==> src/rtl/imp_cal_pkg.sv <==
package imp_cal_pkg;
    localparam int CAL_CODE_W    = 5;
    localparam int CAL_IDX_W     = $clog2(CAL_CODE_W);
    localparam int CAL_CNT_W     = 8;
    localparam int CAL_MIN_SETTLE = 4;

    typedef enum logic [1:0] {
        ST_IDLE  = 2'd0,
        ST_SRCH  = 2'd1,
        ST_GAP   = 2'd2,
        ST_APPLY = 2'd3
    } cal_st_e;

    typedef struct packed {
        cal_st_e               st;
        logic                  pd_phase;
        logic [CAL_IDX_W-1:0]  idx;
        logic [CAL_CODE_W-1:0] trial;
        logic [CAL_CNT_W-1:0]  tmr;
        logic [CAL_CNT_W-1:0]  lim;
        logic [CAL_CODE_W-1:0] pu_res;
        logic [CAL_CODE_W-1:0] pd_res;
    } cal_regs_t;
endpackage

==> src/rtl/imp_settle_clamp.sv <==
module imp_settle_clamp #(
    parameter int CNT_W = 8,
    parameter int MIN_CYC = 4
) (
    input  logic [CNT_W-1:0] req_i,
    output logic [CNT_W-1:0] lim_o
);
    localparam logic [CNT_W-1:0] MIN_V = CNT_W'(MIN_CYC);

    always_comb begin
        lim_o = (req_i < MIN_V) ? MIN_V : req_i;
    end
endmodule

==> src/rtl/imp_settle_timer.sv <==
module imp_settle_timer #(
    parameter int CNT_W = 8
) (
    input  logic [CNT_W-1:0] tmr_i,
    input  logic [CNT_W-1:0] lim_i,
    output logic             expire_o,
    output logic [CNT_W-1:0] tmr_inc_o
);
    always_comb begin
        expire_o  = (tmr_i == (lim_i - 1'b1));
        tmr_inc_o = tmr_i + 1'b1;
    end
endmodule

==> src/rtl/imp_sar_bit.sv <==
module imp_sar_bit #(
    parameter int CODE_W = 5,
    parameter int IDX_W  = 3,
    parameter bit INVERT = 1'b0
) (
    input  logic [CODE_W-1:0] trial_i,
    input  logic [IDX_W-1:0]  idx_i,
    input  logic              cmp_i,
    output logic [CODE_W-1:0] decided_o,
    output logic [CODE_W-1:0] next_o
);
    logic keep;

    always_comb begin
        keep      = cmp_i ^ INVERT;
        decided_o = trial_i;
        if (!keep) begin
            decided_o[idx_i] = 1'b0;
        end
        next_o = decided_o;
        if (idx_i != '0) begin
            next_o[idx_i - 1'b1] = 1'b1;
        end
    end
endmodule

==> src/rtl/imp_sar_cal.sv <==
module imp_sar_cal
    import imp_cal_pkg::*;
#(
    parameter int CODE_W     = CAL_CODE_W,
    parameter int CNT_W      = CAL_CNT_W,
    parameter int MIN_SETTLE = CAL_MIN_SETTLE
) (
    input  logic              clk,
    input  logic              rst_n,
    input  logic              start_i,
    input  logic [CNT_W-1:0]  settle_i,
    input  logic              cmp_i,
    output logic              cmp_en_o,
    output logic              pu_sel_o,
    output logic [CODE_W-1:0] pu_code_o,
    output logic [CODE_W-1:0] pd_code_o,
    output logic [CODE_W-1:0] pu_res_o,
    output logic [CODE_W-1:0] pd_res_o,
    output logic              apply_o,
    output logic              busy_o
);
    localparam int IDX_W = CAL_IDX_W;
    localparam logic [CODE_W-1:0] MSB_ONE = {1'b1, {(CODE_W-1){1'b0}}};
    localparam logic [IDX_W-1:0]  TOP_IDX = IDX_W'(CODE_W - 1);

    cal_regs_t r_q, r_d;

    logic [CNT_W-1:0]  lim_start;
    logic              expire;
    logic [CNT_W-1:0]  tmr_inc;
    logic [CODE_W-1:0] dec_v [2];
    logic [CODE_W-1:0] nxt_v [2];
    logic [CODE_W-1:0] dec_sel, nxt_sel;

    imp_settle_clamp #(.CNT_W(CNT_W), .MIN_CYC(MIN_SETTLE)) u_clamp (
        .req_i (settle_i),
        .lim_o (lim_start)
    );

    imp_settle_timer #(.CNT_W(CNT_W)) u_timer (
        .tmr_i     (r_q.tmr),
        .lim_i     (r_q.lim),
        .expire_o  (expire),
        .tmr_inc_o (tmr_inc)
    );

    // index 0: pull-up polarity, index 1: pull-down (inverted) polarity
    for (genvar g = 0; g < 2; g++) begin : g_pol
        imp_sar_bit #(
            .CODE_W (CODE_W),
            .IDX_W  (IDX_W),
            .INVERT (g[0])
        ) u_bit (
            .trial_i   (r_q.trial),
            .idx_i     (r_q.idx),
            .cmp_i     (cmp_i),
            .decided_o (dec_v[g]),
            .next_o    (nxt_v[g])
        );
    end

    always_comb begin
        dec_sel = r_q.pd_phase ? dec_v[1] : dec_v[0];
        nxt_sel = r_q.pd_phase ? nxt_v[1] : nxt_v[0];
    end

    always_comb begin
        r_d = r_q;
        unique case (r_q.st)
            ST_IDLE: begin
                if (start_i) begin
                    r_d.st       = ST_SRCH;
                    r_d.pd_phase = 1'b0;
                    r_d.idx      = TOP_IDX;
                    r_d.trial    = MSB_ONE;
                    r_d.tmr      = '0;
                    r_d.lim      = lim_start;
                end
            end
            ST_SRCH: begin
                if (!expire) begin
                    r_d.tmr = tmr_inc;
                end else if (r_q.idx != '0) begin
                    r_d.trial = nxt_sel;
                    r_d.idx   = r_q.idx - 1'b1;
                    r_d.tmr   = '0;
                end else if (!r_q.pd_phase) begin
                    r_d.pu_res = dec_sel;
                    r_d.trial  = dec_sel;
                    r_d.st     = ST_GAP;
                end else begin
                    r_d.pd_res = dec_sel;
                    r_d.trial  = dec_sel;
                    r_d.st     = ST_APPLY;
                end
            end
            ST_GAP: begin
                r_d.st       = ST_SRCH;
                r_d.pd_phase = 1'b1;
                r_d.idx      = TOP_IDX;
                r_d.trial    = MSB_ONE;
                r_d.tmr      = '0;
            end
            ST_APPLY: begin
                r_d.st = ST_IDLE;
            end
            default: r_d.st = ST_IDLE;
        endcase
    end

    always_ff @(posedge clk or negedge rst_n) begin
        if (!rst_n) begin
            r_q.st       <= ST_IDLE;
            r_q.pd_phase <= 1'b0;
            r_q.idx      <= TOP_IDX;
            r_q.trial    <= MSB_ONE;
            r_q.tmr      <= '0;
            r_q.lim      <= CNT_W'(MIN_SETTLE);
            r_q.pu_res   <= MSB_ONE;
            r_q.pd_res   <= MSB_ONE;
        end else begin
            r_q <= r_d;
        end
    end

    always_comb begin
        busy_o    = (r_q.st != ST_IDLE);
        cmp_en_o  = (r_q.st == ST_SRCH);
        apply_o   = (r_q.st == ST_APPLY);
        pu_sel_o  = !r_q.pd_phase;
        pu_res_o  = r_q.pu_res;
        pd_res_o  = r_q.pd_res;
        pu_code_o = (cmp_en_o && !r_q.pd_phase) ? r_q.trial : r_q.pu_res;
        pd_code_o = (cmp_en_o &&  r_q.pd_phase) ? r_q.trial : r_q.pd_res;
    end
endmodule

==> config.mk <==
export PLATFORM = sky130hd
export DESIGN_NAME = imp_sar_cal
export DESIGN_NICKNAME = d
export VERILOG_FILES = /design/src/rtl/imp_cal_pkg.sv /design/src/rtl/imp_settle_clamp.sv /design/src/rtl/imp_settle_timer.sv /design/src/rtl/imp_sar_bit.sv /design/src/rtl/imp_sar_cal.sv
export SDC_FILE = /design/constraint.sdc
export NUM_CORES = 1
export LEC_CHECK = 0
export BUFFER_PORTS_ARGS = -buffer_cell sky130_fd_sc_hd__buf_2
export CAP_MARGIN = 20
export CORE_ASPECT_RATIO = 1.4
export CORE_MARGIN = 2
export CORE_UTILIZATION = 35
export CTS_CLUSTER_SIZE = 30
export DETAILED_ROUTE_END_ITERATION = 12
export PLACE_DENSITY = 0.63
export SYNTH_ARGS = -nofsm -noshare
export SYNTH_HDL_FRONTEND = slang
export SYNTH_SLANG_ARGS = --single-unit
==> constraint.sdc <==
create_clock -name clk -period 6.85 [get_ports clk]
set_clock_uncertainty 0.1 [all_clocks]
set_input_delay 1.0275 -clock clk [delete_from_list [all_inputs] [get_ports clk]]
set_output_delay 1.0275 -clock clk [all_outputs]
set_load 0.01 [all_outputs]
== After elaboration in Yosys (flattened, before gate mapping) ==
Index checks and enable logic that the tools add are counted.
Widths: inputs -> output; s select.
Word-level totals
  output and inout port bits: 24
  bits in writable memories: 0
  input port bits: 12
  bits in read-only memories: 0
  latch bits: 0
  flip-flop bits (word level): 37
  word-level logic and storage cells: 72
  memories: 0
Cells by class
  add/subtract/negate cells: 3
  multiply operators: 0
  reductions and logical operators: 18
  multiplexer cells: 23
  equal/unequal tests: 9
  magnitude comparators: 5
  divide/modulo/power cells: 0
  shift operators: 0
  bitwise operators: 6
Operators by type and width (number)
  $pmux 16 s3: 1
  $mux 5: 7
  $mux 8: 4
  $mux 27: 1
  $reduce_and 4->1: 3
  $or 5x5->5: 2
  $reduce_and 3->1: 3
  $add 8x1->8 const B: 1
  $eq 8x8->1: 1
  $lt 3x4->1 const B: 2
  $lt 8x3->1 const B: 1
  $pmux 2 s4: 1
  $sub 8x1->8 const B: 1
  $demux 1 s3: 2
  $ge 3x1->1 const B: 2
  $reduce_bool 3->1: 2
  $and 5x5->5: 1
  $not 5->5: 1
  $eq 2x2->1 const B: 2
  $logic_and 1x1->1: 4
  $mux 2: 2
  $ne 2x1->1 const B: 2
  $ne 2x2->1 const B: 2
  $reduce_and 2->1: 2
  10 further kinds: 14

== Logic depth before layout (Yosys ltp) ==
Gate-level depths: netlist of the first run.
  depth after elaboration: 12
  depth in mapped cells: 9
  gate-level depth less buffers: 8

== Modules after synthesis ==
Synthesis of the first run repeated with hierarchy kept, for this count alone.
Second synthesis, totals
  cell total of the unflattened synthesis: 282
  area total of the unflattened synthesis: 2707.6 µm²
By module, submodules not included
  imp_sar_cal: cells an instance 177, instances 1, area each 2001.9 µm², sequential area each 932.1 µm²
  imp_settle_timer: cells an instance 43, instances 1, area each 319.1 µm², sequential area each 0.0 µm²
  imp_sar_bit (g_pol[0].u_bit): cells an instance 27, instances 1, area each 166.4 µm², sequential area each 0.0 µm²
  imp_sar_bit (g_pol[1].u_bit): cells an instance 25, instances 1, area each 162.7 µm², sequential area each 0.0 µm²
  imp_settle_clamp: cells an instance 10, instances 1, area each 57.6 µm², sequential area each 0.0 µm²

== Least setup slack after synthesis of the first run ==
OpenSTA, ideal clock, no wires.
  path kind: register to output
  start point: register r_q[36] (netlist name)
  end point: output port pu_code_o[2]
  slack: 4.013 ns
  arrival: 1.709 ns
  data required time: 5.722 ns
  path buffers: 2
  stages on the path, launching flop included: 7
  cells stage by stage: dfrtp_1 > inv_1 > ha_1 > clkbuf_1 > clkbuf_1 > nand2_1 > mux2_2
On the way
  word-level cells in the longest chain between the ends: 3
Ends and longest elaborated chain
  start: declaration: line imp_sar_cal.sv:26  | cal_regs_t r_q, r_d;
  start signal: assignment: line imp_sar_cal.sv:122  | r_q <= r_d;
  $eq 2x1->1: line imp_sar_cal.sv:128  | cmp_en_o = (r_q.st == ST_SRCH);
  via cmp_en_o: line imp_sar_cal.sv:13  | output logic cmp_en_o,
  $logic_and 1x1->1: line imp_sar_cal.sv:133  | pu_code_o = (cmp_en_o && !r_q.pd_phase) ? r_q.trial : r_q.pu_res;
  $mux 5: line imp_sar_cal.sv:133
  end: declaration: line imp_sar_cal.sv:15  | output logic [CODE_W-1:0] pu_code_o,
The timed path passes the listed nets, and every way through them passes these cells.

== Final worst setup path of the first run ==
  start point: register r_q[36] (netlist name)
  end point: output port pu_code_o[2]
On the way
  word-level cells in the longest chain between the ends: 3
Ends and longest elaborated chain (line)
  $eq 2x1->1: imp_sar_cal.sv:128
  $logic_and 1x1->1: imp_sar_cal.sv:133
  $mux 5: imp_sar_cal.sv:133
No other way between the ends.

==> Implementation_results.wiki, run 1 <==
{| class="wikitable"
! Metric !! Value
|-
| Number of buffers between clock root and the deepest sink || 2
|-
| #FFs+latches synth || 37
|-
| Number of endpoints with negative hold slack in the final report || 0
|-
| Initial cell density of the core || 0.355
|-
| Unrepaired setup endpoints after global routing || false
|-
| Clock buffers created by TritonCTS || 5
|-
| Core area || 6890 µm²
|-
| Number of design-rule violations left by the first detailed-router iteration || 55
|-
| Synthesized Nets || approximately 280
|-
| WP data arrival || around 2.1 ns
|-
| Cell Pwr Density || about 440 nW/µm²
|-
| Max Transition Viols Final || 0
|-
| Routed wirelength normalized by instance count || 14.8 µm
|-
| Sinks on Clock Net || 37
|-
| Syn_area_per_cell || about 9.6 µm²
|-
| Net count, final || 300
|-
| Die Height || 103 µm
|-
| Setup repair bufs after CTS || 0
|-
| Instance area at placement || 2630 µm²
|-
| Total standard cell area after synthesis || 2450 µm²
|-
| Number of vias after detailed routing || 1978
|-
| Via count of the first global-routing pass || 1915
|-
| Count of port buffers added during placement || 35
|-
| Number of core rows || 36
|-
| Dominant synthesized flop cell || dfrtp_1
|-
| Worst path top cell family by delay || adder cells
|-
| Total wire length after detailed routing || roughly 5600 µm
|-
| Critical path class || reg -> out
|-
| Pin count of the biggest net entering global routing || 38
|-
| Part of the Yosys area used for sequential elements || 0.380
|-
| Estimated wirelength of the detail-placed design || 4150 µm
|-
| Final ANT Viol Nets || 0
|-
| Longest individual stage delay on the worst path || 0.54 ns
|-
| Antenna violations before repair || 0
|-
| Time the final worst path needs with I/O delays and setup || 3.27 ns
|-
| Async set or reset register ratio after synthesis || 1.00
|-
| Routability congestion estimate || ~0.80
|-
| Horizontal die dimension || 74.7 µm
|-
| Most common cell after layout, fill and taps aside || buf_2
|-
| Most area-hungry cell type in the Yosys netlist || dfrtp_1
|-
| Count of warnings emitted by yosys || 0
|-
| Part of the cycle the worst path needs || 0.478
|-
| Wire length of the first global-routing pass || a little over 9000 µm
|-
| Worst skew pair latency || 0.29 ns
|-
| Fraction of synthesized cell area taken by the top area cell type || 0.327
|-
| Via-per-instance ratio || ~5.3
|-
| Top library cells by usage in the layout, fill and taps aside || 35 x buf_2, 32 x dfrtp_1, 25 x nand2_1
|-
| Count of inserted antenna diode cells || 0
|-
| Clk slew on worst S/H paths || 0.08 ns
|-
| Maximum clock frequency || 306 MHz
|-
| Register area || around 930 µm²
|-
| Status || finished, final reports clean
|-
| Sum of negative setup slack || 0 ns
|-
| Headroom to the max-slew limit || 0.424
|-
| Slack of the worst reg-to-reg path || between 3 and 4 ns
|-
| Cells after synthesis || 256
|-
| Critical Path RT || between 5 and 6 ns
|-
| Number of setup violations in the final report || 0
|-
| Cells along the critical path || inv_1 -> ha_1 -> nand2_1 -> mux2_2 -> buf_2
|-
| Area occupied by multi-input gates || between 1000 and 1500 µm²
|-
| Kind of end point of the critical path || output port
|-
| 1st-pass router iterations || 4
|-
| P&R area growth vs syn || 10.7%
|-
| Worst Max-Slew Pin Slew || roughly 0.86 ns
|-
| Worst path buffer plus inverter count || 2
|-
| Post-route DRC violation count || 0
|-
| Post-route standard cell area excluding fillers || 2710 µm²
|-
| Post-CTS Resized || 0
|-
| Worst-path maximum fanout || 18
|-
| Fraction of final layout cells with drive strength greater than 1 || 0.271
|-
| Clock tree from TritonCTS || built
|-
| Path type of the worst min-delay path || reg -> reg
|-
| CP Launch Type || flop
|-
| Clk root buf || clkbuf_8
|-
| Peak supply drop || 161 µV
|-
| Total leakage power || 0.00122 µW
|-
| Combined global-route utilization of all metal layers || 0.154
|-
| DIE AREA || roughly 7700 µm²
|-
| Post-synth EDFFs || 0
|-
| Number of hold buffers added after CTS || 0
|-
| Top-Level Pins || 36
|-
| Count of fill cells added during filler insertion || 688
|-
| Leading post-synthesis cells by cell area || dfrtp_1 33%, mux2_2 7.8%, dfstp_2 5.4%
|-
| Final global-route overflow total || 0
|-
| Unique masters post-synth || 51
|-
| Count of max-cap constraint violations || 0
|-
| CTS H-Tree Depth || 2
|-
| Critical path's slowest cell || ha_1
|}
-- cells by family after synthesis --
| kind of cell | synth area share |
|---|---|
| multiplexers | 0.125 |
| adder cells (fa/ha/maj) | 0.0460 |
| AND/OR/NAND/NOR | 0.183 |
| buffers and inverters | 0.0649 |
| flip-flops | 0.380 |
| XOR/XNOR | 0.0286 |
| AO/OA/AOI/OAI | 0.172 |
-- metrics by stage --
step / utilization / std cells / total power [µW] / hold slack, ns / worst slack (ns)
floorplan: - / 256 / 879 / 0.356 / 4.01
global placement: 0.382 / 367 / 1030 / 0.380 / 3.85
detailed placement: 0.382 / 367 / 1040 / 0.373 / 3.84
CTS: 0.394 / 375 / 1200 / 0.399 / 3.55
global route: 0.394 / 375 / 1290 / 0.440 / 3.40
finish: 0.394 / 375 / 1180 / 0.398 / 3.58
-- cell usage after synthesis, types with 2 or more instances --
cell type,number
buf_4,11
mux2i_1,4
o211ai_1,8
nor2b_1,8
xor2_1,4
nand3_1,7
or4_1,4
dfrtp_1,32
or3b_1,2
o21ai_0,10
o21a_1,2
a211o_1,2
a22o_1,2
nor4_1,2
o2bb2ai_1,8
xnor2_1,4
clkbuf_1,7
nand2_1,25
nor2_1,16
mux2_2,17
or3_1,3
or2_2,2
a31oi_1,5
nor3_1,7
inv_1,12
ha_1,9
dfstp_2,5
mux2_4,5
a21oi_1,11
-- where the power goes --
| group | internal, µW | leakage [µW] | switching, µW |
|---|---|---|---|
| Combinational | 276 | 0.000709 | 359 |
| Clock | 70.6 | 0.0000450 | 81.6 |
| Sequential | 298 | 0.000464 | 97.1 |
| Total | 645 | 0.00122 | 538 |
-- registers in the layout, indices dropped and copies added, names as in the netlist --
signal	cells
pd_res_o	5
pu_res_o	5
r_q	27
-- worst paths after layout --
kind,depth (start not counted),end,start
min in group asynchronous,1,pd_res_o[2],rst_n
min reg2reg,1,r_q[26],r_q[26]
max reg2reg,8,pu_res_o[3],r_q[10]
max,5,pu_code_o[2],r_q[36]
min,1,r_q[26],r_q[26]
max in group asynchronous,1,r_q[23],rst_n
-- per-layer routing --
| layer | track usage | routed length [µm] |
|---|---|---|
| met5 | 0 | 0 |
| met1 | 0.185 | 2380 |
| met3 | 0.0283 | 167 |
| met2 | 0.268 | 2880 |
| met4 | 0.0591 | 146 |
-- area by class of cell --
cell class,count,share of cell area
Sequential cell,37,0.344
Inverter,12,0.0166
Clock buffer,6,0.0268
Tap cell,95,0.0438
Clock inverter,2,0.00369
Multi-Input combinational cell,188,0.501
Timing Repair Buffer,35,0.0646
Note: power is estimated with default switching activity, not from simulation.
==> run 2: changes to the inputs <==
Settings changed: PLACE_DENSITY 0.63 to 0.65.
Clock period 6.85 ns to 3 ns, I/O delays scaled along.
==> run 2 against run 1 <==
- via count grew 0.91%
- utilization grew 0.62 points
- worst hold slack lost 0.24 ns
- first-iteration DRC count grew 110%
- non-clock buffer count grew 4
- global-route usage grew 0.87 points
- critical endpoint is now pu_res_o[0]
- sequential power grew 130%
- largest power group unchanged
==> Implementation_results.wiki, run 2 (same netlist as run 1, synthesis figures left out) <==
{| class="wikitable"
! Metric !! Value
|-
| Critical path's slowest cell || or3_4
|-
| Number of buffers between clock root and the deepest sink || 2 (unchanged)
|-
| Fraction of power spent switching nets || 0.451 (-0.00392)
|-
| Share of total power in the clock network || 0.132 (+0.003)
|-
| Core area || 6890 µm² (unchanged)
|-
| Instance area at placement || 2660 µm² (+1.1%)
|-
| Wire length of the first global-routing pass || 9650 µm (+5.1%)
|-
| Cells along the critical path || inv_1 -> ha_1 -> or3b_1 -> a211o_1 -> nor4_2 -> o211ai_4 -> or3_4 -> mux2_4
|-
| Clock buffers created by TritonCTS || 5 (unchanged)
|-
| Part of the power in combinational logic || 0.544 (+0.007)
|-
| Worst Max-Slew Pin Slew || 0.851 ns (-0.0128 ns)
|-
| Fin Hold WS || 0.161 ns (-0.237 ns)
|-
| Fraction of final layout cells with drive strength greater than 1 || 0.282 (+0.0103)
|-
| Status || finished, final reports clean
|-
| Cell Pwr Density || 1010 nW/µm² (+130%)
|-
| Critical path class || reg -> reg
|-
| Placed Instances || 371 (+1.1%)
|-
| Clk slew on worst S/H paths || 0.08 ns (about the same)
|-
| Kind of end point of the critical path || flop
|-
| Count of port buffers added during placement || 35 (unchanged)
|-
| Headroom to the max-slew limit || 0.432 (+0.00855)
|-
| WP data arrival || 2.91 ns (+0.77 ns)
|-
| Via count of the first global-routing pass || 1979 (+3.3%)
|-
| Post-route standard cell area excluding fillers || 2760 µm² (+1.6%)
|-
| P&R area growth vs syn || 12.5%
|-
| Combined global-route utilization of all metal layers || 0.162 (+0.00869)
|-
| Register with the most flip-flops || r_q
|-
| Sum of negative setup slack || 0 ns (unchanged)
|-
| Estimated wirelength of the detail-placed design || 4340 µm (+4.6%)
|-
| Max reg flops || 27 (unchanged)
|-
| Unrepaired setup endpoints after global routing || false
|-
| Routed wirelength normalized by instance count || 15.0 µm (+1.3%)
|-
| Critical Path RT || 3.07 ns (-2.65 ns)
|-
| Total leakage power || 0.00124 µW (+1.8%)
|-
| Total wire length after detailed routing || 5700 µm (+2.4%)
|-
| DIE AREA || 7690 µm² (unchanged)
|-
| Post-route DRC violation count || 0 (unchanged)
|-
| Count of max-cap constraint violations || 0 (unchanged)
|-
| Max Transition Viols Final || 0 (unchanged)
|-
| Internal cell power || 1520 µW (+140%)
|-
| Net Sw Power || 1250 µW (+130%)
|-
| Final ANT Viol Nets || 0 (unchanged)
|-
| Top library cells by usage in the layout, fill and taps aside || 35 x buf_2, 32 x dfrtp_1, 25 x nand2_1
|-
| Seq pwr share || 0.324 (-0.010)
|-
| Final std cells w/o fill || 379 (+1.1%)
|-
| Peak supply drop || 357 µV (+120%)
|-
| Routability congestion estimate || 0.823 (+3.4%)
|-
| Initial cell density of the core || 0.355 (unchanged)
|-
| Number of endpoints with negative hold slack in the final report || 0 (unchanged)
|-
| Part of the cycle the worst path needs || 0.945
|-
| Sinks on Clock Net || 37 (unchanged)
|-
| Time the final worst path needs with I/O delays and setup || 2.83 ns
|-
| Top-Level Pins || 36 (unchanged)
|-
| Most common cell after layout, fill and taps aside || buf_2
|-
| Clock tree from TritonCTS || built
|-
| Pin count of the biggest net entering global routing || 38 (unchanged)
|-
| Setup repair bufs after CTS || 0 (unchanged)
|-
| Horizontal die dimension || 74.7 µm (unchanged)
|-
| CP Launch Type || flop
|-
| Worst skew pair latency || 0.29 ns (about the same)
|-
| Longest individual stage delay on the worst path || 0.47 ns (-0.07 ns)
|-
| Count of inserted antenna diode cells || 0 (unchanged)
|-
| 1st-pass router iterations || 4 (unchanged)
|-
| Final global-route overflow total || 0 (unchanged)
|-
| Clk root buf || clkbuf_8
|-
| Maximum clock frequency || 353 MHz
|-
| Number of setup violations in the final report || 0 (unchanged)
|-
| Number of core rows || 36 (unchanged)
|-
| Worst-path maximum fanout || 11 (-7)
|-
| Number of design-rule violations left by the first detailed-router iteration || 114 (+110%)
|-
| Net count, final || 304 (+1.3%)
|-
| Number of vias after detailed routing || 1996 (+0.91%)
|-
| Via-per-instance ratio || 5.27 (-0.16%)
|-
| Antenna violations before repair || 0 (unchanged)
|-
| CTS H-Tree Depth || 2 (unchanged)
|-
| Die Height || 103 µm (unchanged)
|-
| Path type of the worst min-delay path || in -> async
|}
==> run 2: through the flow <==
step	power [µW]	setup slack [ns]	util
2_1_floorplan	2010	0.326	-
3_3_place_gp	2380	0.186	0.386
3_5_place_dp	2410	0.0901	0.386
4_1_cts	2790	0.0735	0.399
5_1_grt	3020	0.00232	0.400
6_report	2770	0.166	0.400
==> run 2: cell type report <==
| cell class | instances | area [µm²] |
|---|---|---|
| multi-input cells | 188 | 1360 |
| flip-flops and latches | 37 | 932 |
| fillers | 703 | 4140 |
| clock buffers | 8 | 90.1 |
| well taps | 95 | 119 |
| inverters | 12 | 45.0 |
| repair buffers | 39 | 205 |
==> run 2: critical path: cells and delay by family, from the launching register on <==
family | cells | cell delay, ns
compound gates | 2 | 0.51
flops | 1 | 0.44
buf+inv | 1 | 0.08
fa+ha+maj | 1 | 0.20
mux | 1 | 0.32
simple gates | 3 | 1.07
==> run 2: final timing paths <==
path | start | to | slack, ns | cells past startpoint
min | rst_n | r_q[15] | 0.16 | 1
max reg2reg | r_q[10] | pu_res_o[0] | 0.17 | 8
max in group asynchronous | rst_n | r_q[19] | 2.10 | 1
min reg2reg | r_q[26] | r_q[26] | 0.40 | 1
max | r_q[10] | pu_res_o[0] | 0.17 | 8
min in group clk | settle_i[5] | r_q[15] | 0.30 | 2
==> run 2: power by group through the flow <==
stage	sequential, µW	clock, µW	combinational, µW
5_1_grt	934	398	1690
6_report	899	365	1510
3_3_place_gp	900	0	1480
2_1_floorplan	817	0	1190
3_5_place_dp	905	0	1510
4_1_cts	899	376	1520
==> run 2: metal layers <==
layer / global-route usage / part of all wire / up-vias
met5: 0 / 0 / -
met4: 0.0481 / 0.014 / 0
met3: 0.0420 / 0.047 / 9
met2: 0.283 / 0.53 / 59
met1: 0.194 / 0.41 / 959
li1: - / - / 969
==> run 2: what timing repair did <==
| action | CTS | global route |
|---|---|---|
| endpoints found under the hold margin | 0 | 0 |
| hold buffers | 0 | 0 |
| resized for setup | 0 | 1 |
| endpoints found under the setup margin | 0 | 5 |
==> run 3: changes to the inputs <==
Settings changed: ABC_CLOCK_PERIOD_IN_PS set to 3000, CTS_BUF_LIST set to sky130_fd_sc_hd__clkbuf_4 sky130_fd_sc_hd__clkbuf_8 sky130_fd_sc_hd__clkbuf_16, SYNTH_HIERARCHICAL set to 1.
==> run 3 against run 2 <==
- first-iteration DRC count is 19% higher
- combinational power is 97% lower
- sequential power is 44% lower
- non-clock buffer count is 1 higher
- synthesized cell count is 10% higher
- largest cell class unchanged
- highest routed layer unchanged
==> Implementation_results.wiki, run 3 <==
{| class="wikitable"
! Metric !! Value
|-
| Register with the most flip-flops || r_q
|-
| Count of port buffers added during placement || 35 (unchanged)
|-
| Final ANT Viol Nets || 0 (unchanged)
|-
| Kind of end point of the critical path || flop
|-
| Clock buffers created by TritonCTS || 5 (unchanged)
|-
| Time the final worst path needs with I/O delays and setup || 2.78 ns (-0.0584 ns)
|-
| Top library cells by usage in the layout, fill and taps aside || 35 x buf_2, 32 x dfrtp_1, 30 x mux2_2
|-
| Number of setup violations in the final report || 0 (unchanged)
|-
| Peak supply drop || 186 µV (-48%)
|-
| Worst reg2reg startpoint || r_q[10]
|-
| Total wire length after detailed routing || 5870 µm (+2.9%)
|-
| Dominant synthesized flop cell || dfrtp_1
|-
| Antenna violations before repair || 0 (unchanged)
|-
| Syn_area_per_cell || 9.60 µm² (+0.33%)
|-
| Die Height || 108 µm (+4.9%)
|-
| Post-route DRC violation count || 0 (unchanged)
|-
| Via count of the first global-routing pass || 2113 (+6.8%)
|-
| Core area || 7410 µm² (+7.5%)
|-
| Path type of the worst min-delay path || in -> async
|-
| CTS H-Tree Depth || 2 (unchanged)
|-
| Routability congestion estimate || 0.877 (+6.6%)
|-
| Count of inserted antenna diode cells || 0 (unchanged)
|-
| Combined global-route utilization of all metal layers || 0.150 (-0.0125)
|-
| Cell Pwr Density || 328 nW/µm² (-67%)
|-
| Slack of the worst reg-to-reg path || 0.22 ns (+0.06 ns)
|-
| Most area-hungry cell type in the Yosys netlist || dfrtp_1
|-
| Depth of the worst register-to-register path || 11 (+3)
|-
| Unique masters post-synth || 50 (-2.0%)
|-
| Post-CTS Resized || 0 (unchanged)
|-
| Wire length of the first global-routing pass || 9980 µm (+3.5%)
|-
| Count of max-cap constraint violations || 0 (unchanged)
|-
| Number of vias after detailed routing || 2104 (+5.4%)
|-
| Worst reg2reg endpoint || r_q[27]
|-
| CP Launch Type || flop
|-
| Synthesized Nets || 307 (+11%)
|-
| Number of core rows || 37 (+2.8%)
|-
| Horizontal die dimension || 78.3 µm (+4.9%)
|-
| Part of the cycle the worst path needs || 0.925 (-0.0195)
|-
| Number of endpoints with negative hold slack in the final report || 0 (unchanged)
|-
| Critical Path RT || 3.13 ns (+0.06 ns)
|-
| Async set or reset register ratio after synthesis || 1.00 (unchanged)
|-
| Worst-path maximum fanout || 8 (-3)
|-
| Setup repair bufs after CTS || 0 (unchanged)
|-
| Worst Max-Slew Pin Slew || 0.847 ns (-0.00383 ns)
|-
| Cells along the critical path || inv_1 -> ha_1 -> nor3b_1 -> xnor2_1 -> nand4_1 -> nor4_2 -> nor2b_4 -> or3_1 -> buf_4 -> nor2_1 -> a22o_1
|-
| Initial cell density of the core || 0.366 (+0.0101)
|-
| #FFs+latches synth || 37 (unchanged)
|-
| Total leakage power || 0.00157 µW (+27%)
|-
| Leading post-synthesis cells by cell area || dfrtp_1 30%, mux2_2 12%, ha_1 6.0%
|-
| Sinks on Clock Net || 37 (unchanged)
|-
| 1st-pass router iterations || 4 (unchanged)
|-
| Cells after synthesis || 282 (+10%)
|-
| Routed wirelength normalized by instance count || 14.5 µm (-3.7%)
|-
| Final global-route overflow total || 0 (unchanged)
|-
| Count of warnings emitted by yosys || 6 (+6)
|-
| Part of the Yosys area used for sequential elements || 0.344 (-0.0362)
|-
| Sum of negative setup slack || 0 ns (unchanged)
|-
| Total standard cell area after synthesis || 2710 µm² (+11%)
|-
| Pin count of the biggest net entering global routing || 38 (unchanged)
|-
| Via-per-instance ratio || 5.20 (-1.4%)
|-
| Longest individual stage delay on the worst path || 0.43 ns (-0.04 ns)
|-
| WP data arrival || 2.90 ns (about the same)
|-
| Number of hold buffers added after CTS || 0 (unchanged)
|-
| Worst skew pair latency || 0.29 ns (about the same)
|-
| Instance area at placement || 2900 µm² (+9.1%)
|-
| Fraction of final layout cells with drive strength greater than 1 || 0.302 (+0.0203)
|-
| Maximum clock frequency || 360 MHz (+2.1%)
|-
| Estimated wirelength of the detail-placed design || 4550 µm (+4.7%)
|-
| Max Transition Viols Final || 0 (unchanged)
|-
| Top-Level Pins || 36 (unchanged)
|-
| Most numerous cell in the Yosys netlist || dfrtp_1
|-
| Post-synth EDFFs || 0 (unchanged)
|-
| Net count, final || 332 (+9.2%)
|-
| Clock tree from TritonCTS || built
|-
| Clk slew on worst S/H paths || 0.08 ns (about the same)
|-
| Number of buffers between clock root and the deepest sink || 2 (unchanged)
|-
| Number of design-rule violations left by the first detailed-router iteration || 136 (+19%)
|-
| Clk root buf || clkbuf_8
|-
| P&R area growth vs syn || 11.3%
|-
| Headroom to the max-slew limit || 0.435 (+0.00256)
|-
| Core utilization of the finished layout || 0.407 (+0.00714)
|-
| Fraction of synthesized cell area taken by the top area cell type || 0.296 (-0.0311)
|-
| Unrepaired setup endpoints after global routing || false
|-
| Most frequent cells after synthesis || 32 x dfrtp_1, 30 x mux2_2, 29 x inv_1, 15 x nand3_1
|-
| Status || finished, final reports clean
|-
| DIE AREA || 8470 µm² (+10%)
|-
| Max reg flops || 27 (unchanged)
|-
| Most common cell after layout, fill and taps aside || buf_2
|-
| Post-route standard cell area excluding fillers || 3010 µm² (+9.4%)
|-
| Critical path's slowest cell || dfrtp_1
|-
| Critical path class || reg -> reg
|}
## run 3: cell count changes in the layout (fill, tap and decap cells not counted), moves of 6 or more
cell	change
xnor2_1	+9
o21bai_1	+6
o211ai_1	-8
nand3_1	+8
o2bb2ai_1	-8
nand2_1	-12
nor2b_1	-6
inv_1	+17
mux2i_1	+8
mux2_2	+13
## run 3: worst max-delay path by stage
stage               startpoint  endpoint  slack [ns]  depth (start not counted)
floorplan              r_q[10]   r_q[31]        0.20                         11
CTS                    r_q[10]   r_q[27]        0.20                         11
finish                 r_q[10]   r_q[27]        0.22                         11
global route           r_q[10]   r_q[27]        0.08                         11
global placement       r_q[10]   r_q[26]        0.37                         11
detailed placement     r_q[10]   r_q[26]        0.24                         11
## run 3: per-layer routing
| layer | global-route usage | vias to the layer above | part of all wire |
|---|---|---|---|
| li1 | - | 1022 | - |
| met1 | 0.163 | 1029 | 0.39 |
| met2 | 0.288 | 42 | 0.56 |
| met3 | 0.0275 | 11 | 0.035 |
| met4 | 0.0514 | 0 | 0.018 |
| met5 | 0 | - | 0 |
## run 3: cell type report
type	instances	area [µm²]
fillers	766	4390
multi-input cells	193	1520
flip-flops and latches	37	932
repair buffers	40	213
well taps	97	121
inverters	30	113
clock buffers	6	76.3
clock inverters	2	35.0
## run 3: where the power goes
group / switching, µW / internal [µW] / total, µW / leakage [µW]
clock: 184 / 256 / 440 / 0.0000586
sequential: 4.66 / 501 / 506 / 0.000443
combinational: 27.0 / 16.6 / 43.6 / 0.00107
total: 216 / 774 / 989 / 0.00157
## run 3: worst max-delay path: cells and delay by family, from the launching register on
| kind | cells | cell delay [ns] |
|---|---|---|
| simple gates | 6 | 1.40 |
| flops | 1 | 0.43 |
| buf+inv | 2 | 0.26 |
| fa+ha+maj | 1 | 0.20 |
| compound gates | 1 | 0.17 |
| xor+xnor | 1 | 0.15 |
## run 3: stage by stage
stage          std cells  power, µW  worst slack [ns]  hold WS, ns
2_1_floorplan        282        535             0.204       0.0544
3_3_place_gp         397        560             0.372        0.404
3_5_place_dp         397        560             0.240        0.415
4_1_cts              405       1010             0.201        0.195
5_1_grt              405       1030            0.0835        0.242
6_report             405        989             0.225        0.140
## run 3: logic make-up after synthesis
family / synth area share
buffers and inverters: 0.0929
AO/OA/AOI/OAI: 0.134
flip-flops: 0.344
AND/OR/NAND/NOR: 0.132
XOR/XNOR: 0.0679
adder cells (fa/ha/maj): 0.0601
multiplexers: 0.169
